===== src/rtl/sig_synth_pkg.sv =====
package sig_synth_pkg;
   // Per-input transition selector, 2 bits per input
   typedef enum logic [1:0] {
      EDGE_RISE = 2'd0,
      EDGE_FALL = 2'd1,
      EDGE_BOTH = 2'd2,
      EDGE_NONE = 2'd3
   } edge_kind_e;
endpackage


===== src/rtl/sig_synth_cond.sv =====
module sig_synth_cond
   import sig_synth_pkg::*;
(
   input  logic       clk,
   input  logic       rst_n,
   input  logic       din,
   input  logic       use_edge,
   input  logic [1:0] sel,
   output logic       cond
);
   logic prev_q;
   logic armed_q;
   logic rise, fall, pulse;

   always_ff @(posedge clk or negedge rst_n) begin
      if (!rst_n) begin
         prev_q  <= 1'b0;
         armed_q <= 1'b0;
      end else begin
         prev_q  <= din;
         armed_q <= 1'b1;
      end
   end

   assign rise = din & ~prev_q;
   assign fall = ~din & prev_q;

   always_comb begin
      unique case (edge_kind_e'(sel))
         EDGE_RISE: pulse = rise;
         EDGE_FALL: pulse = fall;
         EDGE_BOTH: pulse = rise | fall;
         default:   pulse = 1'b0;
      endcase
   end

   assign cond = use_edge ? pulse : din;


   rise_only_chk: assert property (@(posedge clk) disable iff (!rst_n || !armed_q)
      (use_edge && sel == 2'd0 && cond) |-> (din && !$past(din)));


   rise_single_chk: assert property (@(posedge clk) disable iff (!rst_n)
      (use_edge && sel == 2'd0 && cond) |=> !(use_edge && sel == 2'd0 && cond));


   fall_only_chk: assert property (@(posedge clk) disable iff (!rst_n || !armed_q)
      (use_edge && sel == 2'd1 && cond) |-> (!din && $past(din)));


   both_change_chk: assert property (@(posedge clk) disable iff (!rst_n || !armed_q)
      (use_edge && sel == 2'd2 && cond) |-> (din != $past(din)));
endmodule


===== src/rtl/sig_synth_lut.sv =====
module sig_synth_lut #(
   parameter int N_IN = 5,
   localparam int TW = 1 << N_IN
) (
   input  logic            clk,
   input  logic            rst_n,
   input  logic            en,
   input  logic [N_IN-1:0] idx,
   input  logic [TW-1:0]   table_val,
   output logic            dout
);
   always_ff @(posedge clk or negedge rst_n) begin
      if (!rst_n) dout <= 1'b0;
      else        dout <= en & table_val[idx];
   end


   gate_low_chk: assert property (@(posedge clk) disable iff (!rst_n)
      !en |=> !dout);


   lookup_chk: assert property (@(posedge clk) disable iff (!rst_n)
      en |=> (dout == $past(table_val[idx])));
endmodule


===== src/rtl/sig_synth5.sv =====
module sig_synth5 #(
   parameter int N_IN = 5,
   localparam int TW = 1 << N_IN,
   localparam int SW = 2 * N_IN
) (
   input  logic            clk,
   input  logic            rst_n,
   input  logic            en,
   input  logic [N_IN-1:0] din,
   input  logic [N_IN-1:0] edge_mode,
   input  logic [SW-1:0]   edge_sel,
   input  logic [TW-1:0]   table_val,
   output logic            dout
);
   logic [N_IN-1:0] idx;

   if (N_IN < 1 || N_IN > 6) begin : g_bad_width
      $error("sig_synth5: N_IN must lie in 1..6");
   end

   for (genvar i = 0; i < N_IN; i++) begin : g_cond
      sig_synth_cond u_cond (
         .clk      (clk),
         .rst_n    (rst_n),
         .din      (din[i]),
         .use_edge (edge_mode[i]),
         .sel      (edge_sel[2*i +: 2]),
         .cond     (idx[i])
      );
   end

   sig_synth_lut #(.N_IN(N_IN)) u_lut (
      .clk       (clk),
      .rst_n     (rst_n),
      .en        (en),
      .idx       (idx),
      .table_val (table_val),
      .dout      (dout)
   );


   reset_low_chk: assert property (@(posedge clk) !rst_n |=> !dout);
endmodule


===== config.mk =====
export PLATFORM = sky130hd
export DESIGN_NAME = sig_synth5
export DESIGN_NICKNAME = d
export VERILOG_FILES = /design/src/rtl/sig_synth_pkg.sv /design/src/rtl/sig_synth_cond.sv /design/src/rtl/sig_synth_lut.sv /design/src/rtl/sig_synth5.sv
export SDC_FILE = /design/constraint.sdc
export NUM_CORES = 1
export LEC_CHECK = 0
export CORE_MARGIN = 3
export CORE_UTILIZATION = 25
export CTS_BUF_LIST = sky130_fd_sc_hd__clkbuf_2 sky130_fd_sc_hd__clkbuf_4 sky130_fd_sc_hd__clkbuf_8
export CTS_CLUSTER_DIAMETER = 150
export DETAILED_ROUTE_END_ITERATION = 7
export GPL_ROUTABILITY_DRIVEN = 1
export PLACE_DENSITY = 0.68
export SYNTH_ARGS = -nofsm -noshare
export SYNTH_HDL_FRONTEND = slang
export SYNTH_SLANG_ARGS = --single-unit

===== constraint.sdc =====
create_clock -name clk -period 2.4 [get_ports clk]
set_input_delay 0.48 -clock clk [delete_from_list [all_inputs] [get_ports clk]]
set_output_delay 0.48 -clock clk [all_outputs]
set_load 0.02 [all_outputs]

==> results.cfg <==
[power]
peakVddDrop_v = 0.000168
power.density_nw_per_um2 = 286
p_leak_nw = 0.783

[logic_synthesis]
distinct_cells_synth = 27
muxShareOfSynthArea = 0.145
yosys_warn_count = 0
netlist_top_cells_area = dfrtp_1 (17%), mux2i_1 (14%), ha_1 (14%)
async_flop_share = 1.00
synthesis.area_sq_um = 900
top_ff_cell_synth = dfrtp_1
synth_top_family_by_area = compound AO/OA/AOI/OAI gates
netlist.top_cell.by_area = dfrtp_1
synthCells = 103
post_synth_fa_ha_maj_area_fraction = 0.139
simple_gate_share_of_the_synthesized_area = 0.185
avgSynthCellArea_sq_um = 8.73
syn_nets = 168
synth_edf_count = 0
synth_compound_area_frac = 0.257
synthDominantCellAreaShare = 0.167
synth-seq-area-share = 0.167
post_synth_xor_area_fraction = 0
post_synthesis_register_bit_count = 6

[drt]
final_routed_drc_violation_total = 0
drt_iter0_markers = 29
detailroute.via_count = 1099
antenna_violating_nets_post_route = 0
route.detailed.wl_per_inst_um = 14.4
first_drt_pass_iteration_count = 4
route.detailed.vias_per_inst = 4.82
drt-total-wl_mm = 3.27

[sta]
final_setup_viols = 0
maxSlewViolCount = 0
fin_crit_ns = 2.35
timing.max_slew.rel_slack = 0.663
worst_clock_skew_ns = 0.000646
timing.fmax_mhz = 426
worst_margin_slew_ns = 0.504
min_period_over_period = 0.978
hold_viol = 0
rsz0062_at_grt = yes

[setup_path]
worst_setup_path_start_kind = flop
criticalPathCategory = reg2reg
critical_path.endpoint_type = flop
worst-endpoint-arrival_ns = 2.47
cp.required_ns = 2.52
critical_path_peak_fanout = 5

[cells_and_area]
post_route_design_area_sq_um = 1760
syn2layout_area_growth_pct = 95.8
layout.cells.non_filler = 228
diodes = 0
layout-drive-gt1-share = 0.236
finish.net_count = 249

[cts]
skew_pair_late_insertion_delay_ns = 0.24
ctsHtreeMaxLevel = 1
cts_tree = yes
tritoncts.num_buffers = 3
ctsHoldBuffers = 0
clock_sink_count = 6
cts_root_buffer = clkbuf_4
clk_path_buf_depth = 2
cts.clk_slew.worst_paths_ns = 0.05

[global_route]
initial_antenna_violation_count = 0
via_count_of_the_first_global_routing_pass = 1159
grt_start_max_net_pins = 9
total_routing_usage_gr = 0.149
grt_pass1_wl_mm = 5.14
gr-total-overflow = 0

[die]
initial_utilization = 0.265
die_w_um = 66.0
core_area_sq_um = 3390
design.die.area_sq_um = 4350
floorplan.die.height_um = 66.0
standard_cell_rows = 21
pin_count = 56

[worst_hold_path]
path_category_of_the_worst_min_delay_check = in2async

[status]
run_status = completed

[placement]
place.port_buffers = 55
place_congestion = 0.771
dp_hpwl_mm = 2.49
dp.cells = 215
detailed_place.area_sq_um = 1580

[job]
drv_cap = 0
layout make-up:
cell class                      count  area, sq um
Clock buffer                        3         22.5
Fill cell                         304         1630
Inverter                           16         60.1
Multi-Input combinational cell     80          759
Sequential cell                     6          150
Tap cell                           46         57.6
Timing Repair Buffer               77          712
path summary, 6_finish.rpt:
check | startpoint | end | slack, ns | depth (start not counted)
max | g_cond[1].u_cond.prev_q | u_lut.dout | 0.05 | 9
max reg2reg | g_cond[1].u_cond.prev_q | u_lut.dout | 0.05 | 9
min in group clk | din[1] | g_cond[1].u_cond.prev_q | 0.51 | 2
min reg2reg | g_cond[4].u_cond.prev_q | u_lut.dout | 1.03 | 5
max in group asynchronous | rst_n | g_cond[2].u_cond.prev_q | 1.65 | 1
min | rst_n | g_cond[1].u_cond.prev_q | 0.51 | 1
cell usage after synthesis, drive strengths merged (2+ instances only):
library cell	number
a221oi	8
a211oi	8
ha	10
nor2	4
mux2i	13
nand3b	2
nand2	7
o311a	2
buf	3
o311ai	2
inv	16
nor2b	8
dfrtp	6
nand4b	3
cell usage in the layout (no fill, tap or decap), types with 2 or more instances in the layout:
master,Yosys,routed
ha_4,0,2
clkdlybuf4s50_1,0,49
clkbuf_4,0,3
a221oi_2,0,4
nor2b_1,8,8
nand4b_1,3,3
dlygate4sd2_1,0,5
nand2_1,7,5
o311a_1,2,2
inv_2,0,2
nor2_1,4,4
ha_1,10,8
dfrtp_1,6,6
mux2i_1,13,11
nand3b_1,2,2
buf_4,0,20
inv_1,16,14
a221oi_1,8,4
a211oi_1,8,8
buf_6,1,2
nand2_2,0,2
critical path, stage by stage, from the launching register on:
cell,delay (ns)
dfrtp_1,0.40
ha_4,0.27
inv_2,0.04
mux2i_4,0.17
o221a_4,0.27
buf_4,0.12
mux2i_1,0.19
a211oi_1,0.10
or4_1,0.52
o2bb2ai_1,0.14
per-stage QoR:
step / setup WS (ns) / utilization / power (mW) / TNS (ns) / hold WS [ns]
2_1_floorplan: 0.0348 / - / 0.227 / 0 / 0.184
3_3_place_gp: -0.629 / 0.465 / 0.359 / -0.629 / 0.766
3_5_place_dp: -0.808 / 0.465 / 0.367 / -0.808 / 0.773
4_1_cts: 0.0214 / 0.499 / 0.495 / 0 / 0.506
5_1_grt: -0.0388 / 0.520 / 0.546 / -0.0388 / 0.500
6_report: 0.0524 / 0.520 / 0.504 / 0 / 0.506
registers in the layout (all words and copies together) (netlist names):
| name | cells |
|---|---|
| g_cond.u_cond.prev_q | 5 |
| u_lut.dout | 1 |
layer usage:
layer  part of all wire  wire (um)  track usage  vias up
li1                   -          -            -      557
met1               0.41       1350        0.164      512
met2               0.53       1730        0.282       28
met3              0.052        170       0.0272        2
met4             0.0064         21       0.0533        0
met5                  0          0            0        -
kinds of logic (layout without fill, tap and decap cells):
family          count (synthesis)  in the layout
flops                           6              6
mux                            13             13
simple gates                   29             29
fa+ha+maj                      10             10
buf+inv                        19             96
compound gates                 26             28
power breakdown:
group	switching [mW]	total (mW)	leakage [nW]	internal (mW)
clock network	0.0362	0.0927	0.0138	0.0566
registers	0.00365	0.112	0.0713	0.108
logic	0.120	0.299	0.698	0.179
timing repair:
action / CTS / global route
resized for setup: 20 / 9
gates cloned: 2 / 0
buffers inserted: 4 / 4
setup endpoints to repair: 1 / 1
pin swaps: 10 / 6
Note: power is estimated with default switching activity, not from simulation.
